`src/rtl/mc_pkg.sv`:
```
package mc_pkg;
  localparam int DW       = 64;
  localparam int ST_VAL   = 63;
  localparam int ST_OVER  = 62;
  localparam int ST_UC    = 61;
  localparam int ST_AR    = 55;
  localparam int GS_MCIP  = 2;
  localparam int CAP_CTLP = 8;

  typedef enum logic [2:0] {
    ACT_NONE,
    ACT_REJECT,
    ACT_DROP,
    ACT_RESET,
    ACT_LOG_UC,
    ACT_LOG_CE,
    ACT_MARK_OVF
  } mc_act_e;
endpackage

```
`src/rtl/mc_decide.sv`:
```
module mc_decide import mc_pkg::*; #(
  parameter int NUM_BANKS = 4
) (
  input  logic          valid_i,
  input  logic [7:0]    bank_i,
  input  logic [DW-1:0] status_i,
  input  logic          uncond_i,
  input  logic          os_en_i,
  input  logic [DW-1:0] cap_i,
  input  logic          gctl_ones_i,
  input  logic          mcip_i,
  input  logic          bank_ctl_ones_i,
  input  logic          bank_val_i,
  input  logic          bank_uc_i,
  output mc_act_e       act_o,
  output logic [DW-1:0] new_status_o
);
  logic in_range;

  always_comb begin
    in_range     = (bank_i < cap_i[7:0]) && (int'(bank_i) < NUM_BANKS);
    act_o        = ACT_NONE;
    new_status_o = status_i;
    if (!valid_i) begin
      act_o = ACT_NONE;
    end else if (cap_i == '0 || !in_range || !status_i[ST_VAL]) begin
      act_o = ACT_REJECT;
    end else if (!uncond_i && !status_i[ST_AR] && mcip_i) begin
      act_o = ACT_DROP;
    end else if (status_i[ST_UC]) begin
      if ((cap_i[CAP_CTLP] && !gctl_ones_i) || !bank_ctl_ones_i) begin
        act_o = ACT_DROP;
      end else if (mcip_i || !os_en_i) begin
        act_o = ACT_RESET;
      end else begin
        act_o = ACT_LOG_UC;
        if (bank_val_i) new_status_o[ST_OVER] = 1'b1;
      end
    end else if (!bank_val_i || !bank_uc_i) begin
      act_o = ACT_LOG_CE;
      if (bank_val_i) new_status_o[ST_OVER] = 1'b1;
    end else begin
      act_o = ACT_MARK_OVF;
    end
  end
endmodule

```
`src/rtl/mc_bank.sv`:
```
module mc_bank import mc_pkg::*; (
  input  logic          clk_i,
  input  logic          rst_ni,
  input  logic          sw_we_i,
  input  logic [1:0]    sw_sel_i,
  input  logic [DW-1:0] sw_wdata_i,
  input  logic          log_i,
  input  logic [DW-1:0] log_status_i,
  input  logic [DW-1:0] log_addr_i,
  input  logic [DW-1:0] log_misc_i,
  input  logic          mark_ovf_i,
  output logic [DW-1:0] ctl_o,
  output logic [DW-1:0] status_o,
  output logic [DW-1:0] addr_o,
  output logic [DW-1:0] misc_o
);
  always_ff @(posedge clk_i or negedge rst_ni) begin
    if (!rst_ni) begin
      ctl_o    <= '1;
      status_o <= '0;
      addr_o   <= '0;
      misc_o   <= '0;
    end else begin
      if (sw_we_i) begin
        case (sw_sel_i)
          2'd0: ctl_o    <= sw_wdata_i;
          2'd1: status_o <= sw_wdata_i;
          2'd2: addr_o   <= sw_wdata_i;
          default: misc_o <= sw_wdata_i;
        endcase
      end
      // reports override a same-cycle software write
      if (log_i) begin
        status_o <= log_status_i;
        addr_o   <= log_addr_i;
        misc_o   <= log_misc_i;
      end else if (mark_ovf_i) begin
        status_o[ST_OVER] <= 1'b1;
      end
    end
  end
endmodule

```
`src/rtl/mc_logger.sv`:
```
module mc_logger import mc_pkg::*; #(
  parameter int NUM_BANKS   = 4,
  parameter bit CTL_PRESENT = 1'b1,
  localparam int AW = $clog2(4 * (NUM_BANKS + 1)),
  localparam int BW = (NUM_BANKS > 1) ? $clog2(NUM_BANKS) : 1
) (
  input  logic          clk_i,
  input  logic          rst_ni,
  input  logic          mce_en_i,
  input  logic          inj_valid_i,
  input  logic [7:0]    inj_bank_i,
  input  logic [DW-1:0] inj_status_i,
  input  logic [DW-1:0] inj_gstatus_i,
  input  logic [DW-1:0] inj_addr_i,
  input  logic [DW-1:0] inj_misc_i,
  input  logic          inj_uncond_i,
  input  logic          reg_we_i,
  input  logic [AW-1:0] reg_addr_i,
  input  logic [DW-1:0] reg_wdata_i,
  output logic [DW-1:0] reg_rdata_o,
  output logic          reject_o,
  output logic          mce_irq_o,
  output logic          reset_req_o
);
  localparam logic [DW-1:0] CAP_RST = DW'(NUM_BANKS) | (DW'(CTL_PRESENT) << CAP_CTLP);

  logic [DW-1:0] cap_q, gctl_q, gstat_q;
  logic [DW-1:0] ctl_a [NUM_BANKS];
  logic [DW-1:0] st_a  [NUM_BANKS];
  logic [DW-1:0] adr_a [NUM_BANKS];
  logic [DW-1:0] msc_a [NUM_BANKS];
  logic [BW-1:0] bsel;
  logic          bank_ok;
  mc_act_e       act;
  logic [DW-1:0] new_status;

  assign bank_ok = int'(inj_bank_i) < NUM_BANKS;
  assign bsel    = bank_ok ? inj_bank_i[BW-1:0] : '0;

  mc_decide #(.NUM_BANKS(NUM_BANKS)) u_decide (
    .valid_i         (inj_valid_i),
    .bank_i          (inj_bank_i),
    .status_i        (inj_status_i),
    .uncond_i        (inj_uncond_i),
    .os_en_i         (mce_en_i),
    .cap_i           (cap_q),
    .gctl_ones_i     (&gctl_q),
    .mcip_i          (gstat_q[GS_MCIP]),
    .bank_ctl_ones_i (&ctl_a[bsel]),
    .bank_val_i      (st_a[bsel][ST_VAL]),
    .bank_uc_i       (st_a[bsel][ST_UC]),
    .act_o           (act),
    .new_status_o    (new_status)
  );

  for (genvar b = 0; b < NUM_BANKS; b++) begin : g_bank
    logic sw_hit, hit;
    assign sw_hit = reg_we_i && (reg_addr_i[AW-1:2] == (AW-2)'(b + 1));
    assign hit    = bank_ok && (bsel == BW'(b));
    mc_bank u_bank (
      .clk_i        (clk_i),
      .rst_ni       (rst_ni),
      .sw_we_i      (sw_hit),
      .sw_sel_i     (reg_addr_i[1:0]),
      .sw_wdata_i   (reg_wdata_i),
      .log_i        (hit && (act == ACT_LOG_UC || act == ACT_LOG_CE)),
      .log_status_i (new_status),
      .log_addr_i   (inj_addr_i),
      .log_misc_i   (inj_misc_i),
      .mark_ovf_i   (hit && act == ACT_MARK_OVF),
      .ctl_o        (ctl_a[b]),
      .status_o     (st_a[b]),
      .addr_o       (adr_a[b]),
      .misc_o       (msc_a[b])
    );
  end

  always_ff @(posedge clk_i or negedge rst_ni) begin
    if (!rst_ni) begin
      cap_q       <= CAP_RST;
      gctl_q      <= '1;
      gstat_q     <= '0;
      reject_o    <= 1'b0;
      mce_irq_o   <= 1'b0;
      reset_req_o <= 1'b0;
    end else begin
      if (reg_we_i && reg_addr_i == AW'(0)) cap_q   <= reg_wdata_i;
      if (reg_we_i && reg_addr_i == AW'(1)) gstat_q <= reg_wdata_i;
      if (reg_we_i && reg_addr_i == AW'(2)) gctl_q  <= reg_wdata_i;
      if (act == ACT_LOG_UC) gstat_q <= inj_gstatus_i;
      reject_o    <= (act == ACT_REJECT);
      mce_irq_o   <= (act == ACT_LOG_UC);
      reset_req_o <= (act == ACT_RESET);
    end
  end

  always_comb begin
    reg_rdata_o = '0;
    case (reg_addr_i)
      AW'(0): reg_rdata_o = cap_q;
      AW'(1): reg_rdata_o = gstat_q;
      AW'(2): reg_rdata_o = gctl_q;
      default: ;
    endcase
    for (int b = 0; b < NUM_BANKS; b++) begin
      if (reg_addr_i[AW-1:2] == (AW-2)'(b + 1)) begin
        case (reg_addr_i[1:0])
          2'd0: reg_rdata_o = ctl_a[b];
          2'd1: reg_rdata_o = st_a[b];
          2'd2: reg_rdata_o = adr_a[b];
          default: reg_rdata_o = msc_a[b];
        endcase
      end
    end
  end
endmodule

```
`config.mk`:
```
export PLATFORM = sky130hd
export DESIGN_NAME = mc_logger
export DESIGN_NICKNAME = d
export VERILOG_FILES = /design/src/rtl/mc_pkg.sv /design/src/rtl/mc_decide.sv /design/src/rtl/mc_bank.sv /design/src/rtl/mc_logger.sv
export SDC_FILE = /design/constraint.sdc
export NUM_CORES = 2
export LEC_CHECK = 0
export CORE_UTILIZATION = 60
export CTS_CLUSTER_SIZE = 14
export DETAILED_ROUTE_END_ITERATION = 10
export PLACE_DENSITY = 0.8
export RECOVER_POWER = 25
export SLEW_MARGIN = 20
export SYNTH_ARGS = -nofsm -noshare
export SYNTH_HDL_FRONTEND = slang
export SYNTH_SLANG_ARGS = --single-unit
export TNS_END_PERCENT = 1
```
`constraint.sdc`:
```
create_clock -name clk_i -period 5.44 [get_ports clk_i]
set_clock_uncertainty 0.15 [all_clocks]
set_input_delay 0.816 -clock clk_i [delete_from_list [all_inputs] [get_ports clk_i]]
set_output_delay 0.816 -clock clk_i [all_outputs]
set_load 0.02 [all_outputs]
```
==> impl_metrics.toml <==
[synth]
synth-edff-count = 0
syn-cell-area_mm2 = 0.0679
synth.net_count = 5236
synth_top_area_share_pct = 33.9
syn_area_per_cell_um2 = 13.9
yosys_warnings = 0
synth_cells = 4890
synth_flop_cell = "dfrtp_1"
ys_seq_area_share_pct = 45.5
synth.area.top_cells = "mux2_2 (34%), dfrtp_1 (33%), dfstp_2 (12%), mux4_2 (8.5%), mux2i_1 (2.2%)"
synth_cell_types = 64
async_flop_share_pct = 100
yosys.area.top_type = "mux2_2"
ys_seq_elements = 1219

[route]
highest_layer = "met5"
met2_wirelength_mm = 103
wl_mm = 230
wl_met3_mm = 25.8
drtAntennaViolNets = 0
via_count = 46500
drc = 0
first_iter_violations = 4901
wl_met1_mm = 88.2
vias_per_cell = 6.91
wl_per_cell_um = 34.2
first_pass_iters = 6

[sta]
post-route-period-util_pct = 87.4
finalHoldViolCount = 0
max_slew_margin_pct = -106
whs_ns = 0.384
rsz0062_at_grt = "false"
worstMarginPinSlew_ns = 3.09
setup_viol = 0
max_freq_ghz = 0.210
report.final.slew_viol_count = 786
fin_setup_tns_ns = 0
layout_setup_ws_ns = 0.686
finalCriticalPeriod_ns = 4.75

[setup_path]
start_kind = "input pin"
cpPeakStageDelay_ns = 0.72
crit_fanout = 51
worst-setup-path-type = "input pin to flip-flop"
path_cells = "clkdlybuf4s50_1 > or4_1 > nor4_4 > buf_12 > a221o_1 > nand4_1 > or4_1 > a211o_1 > o31ai_4 > nand4_1 > buf_12 > buf_12 > mux2_2"
cp_common_cell = "buf_12"
crit_required_ns = 5.92
crit_path_top_delay_cell = "or4_1"
regToRegStartpoint = "gctl_q[53]"
crit_arrival_ns = 5.24
startpoint = "inj_bank_i[7]"
end_kind = "flip-flop"

[worst_hold_path]
hp-start = "cap_q[19]"
hold_path.class = "flip-flop to flip-flop"

[placed_design]
globalplace.congestion = 1.04
post-place-ws_ns = 0.0375
hpwl_mm = 153
placed_cell_area_mm2 = 0.0742
port-buffer-count = 405

[global_route]
grtUsageTotal_pct = 40.2
grt_max_degree = 133
grt_first_pass_wirelength_mm = 336
grt_pass1_vias = 48100
antenna_found_initial = 13
overflow = 0

[die]
ioPinCount = 406
rows = 123
die-area_mm2 = 0.115
dieHeight_um = 338
initial_utilization_pct = 60.4
die_w_um = 338
core_mm2 = 0.112

[clock_tree]
cts_root_buf = "clkbuf_16"
postCtsSetupBuffers = 0
cts.path.max_buffers = 3
cts-resized-gates = 0
clock_latency_ns = 0.77
clkSlewWorstSetupHoldPaths_ns = 0.06
htreeDepth = 4
cts_tree = "yes"
cts_hold_buf = 1
cts.sinks = 1219
cts_made_buffers = 134

[final_layout]
layout-drive-gt1-share_pct = 58.1
multi_input_comb_area_mm2 = 0.0352
fill_cells = 7625
syn_to_final_growth_pct = 15.8
nets = 5460
ff_latch_area_mm2 = 0.0309
final_area_mm2 = 0.0786

[pwr]
cellLeakagePower_nw = 34.0
powerDensity_mw_per_mm2 = 358
vdd.ir_drop.worst_uv = 282

[status]
violations = "max-capacitance violations, max-slew violations"
status = "complete, but fails checks"

[run]
cap_violations = 9
==> Yosys cell counts, types with 4 or more instances <==
cell and count:
mux2i_1 148, a221o_1 74, a21o_1 5, o2bb2ai_1 4
inv_1 13, nor2_1 98, mux2_1 45, a41oi_1 4
ha_1 7, a21oi_1 26, o22ai_1 31, buf_6 6
nor4_1 32, o21ai_0 76, nand4b_1 4, nand3_1 26
a31oi_1 4, nand4_1 49, a2111oi_0 4, dfrtp_1 897
and3_1 5, mux2_2 2046, clkbuf_1 290, buf_1 108
a41o_1 21, o211ai_1 5, nand2b_1 4, nor3_1 13
a211oi_1 5, o221ai_1 4, dfstp_2 322, nand2_1 108
mux4_2 257, nor2b_1 6, nor3b_1 23, or4_1 4
buf_2 78
==> per-stage QoR <==
step                      std cells  power [mW]  util, %
final                          6734        28.2     70.0
after detailed placement       6477        18.8     66.1
after CTS                      6726        28.1     70.1
after global placement         6477        18.5     66.1
after floorplan                4890        16.3        -
after global routing           6728        29.1     70.0
==> layer usage <==
layer | global-route usage (%) | up-vias
met1 | 52.8 | 24300
met3 | 13.0 | 691
met2 | 60.1 | 2588
li1 | - | 19000
met4 | 20.2 | 10
met5 | 0 | -
==> sequential cells by signal, summed over array words and instances (netlist names) <==
name,cells
g_bank.u_bank.ctl_o,256
mce_irq_o,1
g_bank.u_bank.misc_o,256
gstat_q,64
reset_req_o,1
g_bank.u_bank.status_o,256
reject_o,1
g_bank.u_bank.addr_o,256
gctl_q,64
cap_q,64
==> power breakdown <==
| part | switching (mW) | internal [mW] |
|---|---|---|
| clock | 3.87 | 5.49 |
| sequential | 1.69 | 11.2 |
| combinational | 2.29 | 3.61 |
==> logic make-up after synthesis <==
kind of cell             count (synthesis)  synth area share [%]
multiplexers                          2496                  45.4
flip-flops                            1219                  45.5
buffers and inverters                  497                  2.96
AND/OR/NAND/NOR                        387                  2.85
AO/OA/AOI/OAI                          284                  3.16
adder cells (fa/ha/maj)                  7                 0.129
==> path summary, 6_finish.rpt <==
kind,to,slack [ns],cells after the start
min in group asynchronous,g_bank[1].u_bank.addr_o[58],0.54,2
max in group asynchronous,g_bank[1].u_bank.addr_o[52],1.01,3
max reg2reg,gstat_q[62],0.81,10
max,g_bank[2].u_bank.addr_o[46],0.69,13
min reg2reg,cap_q[19],0.38,1
min,cap_q[19],0.38,1
==> worst max-delay path: cells and delay by family <==
kind            cells  cell delay [ns]
compound gates      3             0.92
buf+inv             4             1.05
mux                 1             0.34
simple gates        5             1.99
==> placed cells by master (no fill, tap or decap), types with 20 or more instances in the layout <==
| master | instances |
|---|---|
| clkbuf_1 | 40 |
| nor3b_1 | 23 |
| nand4_1 | 49 |
| a221o_1 | 74 |
| mux2_2 | 2046 |
| buf_12 | 63 |
| a41o_1 | 21 |
| o21ai_0 | 76 |
| clkinv_2 | 26 |
| dfstp_2 | 322 |
| mux4_2 | 257 |
| nand2_1 | 102 |
| mux2_1 | 45 |
| o22ai_1 | 31 |
| nand3_1 | 20 |
| buf_4 | 93 |
| nor4_1 | 30 |
| nor2_1 | 90 |
| dfrtp_1 | 897 |
| mux2i_1 | 148 |
| clkbuf_16 | 140 |
| clkdlybuf4s50_1 | 398 |
| a21oi_1 | 26 |
==> cell type report <==
class / count / share of cell area, %
repair buffers: 572 / 7.72
clock inverters: 52 / 0.764
multi-input cells: 3174 / 44.8
flip-flops and latches: 1219 / 39.3
diodes: 8 / 0.0255
well taps: 1500 / 2.39
clock buffers: 196 / 4.96
inverters: 13 / 0.0621
No activity file was read; power rests on OpenSTA's default activity.
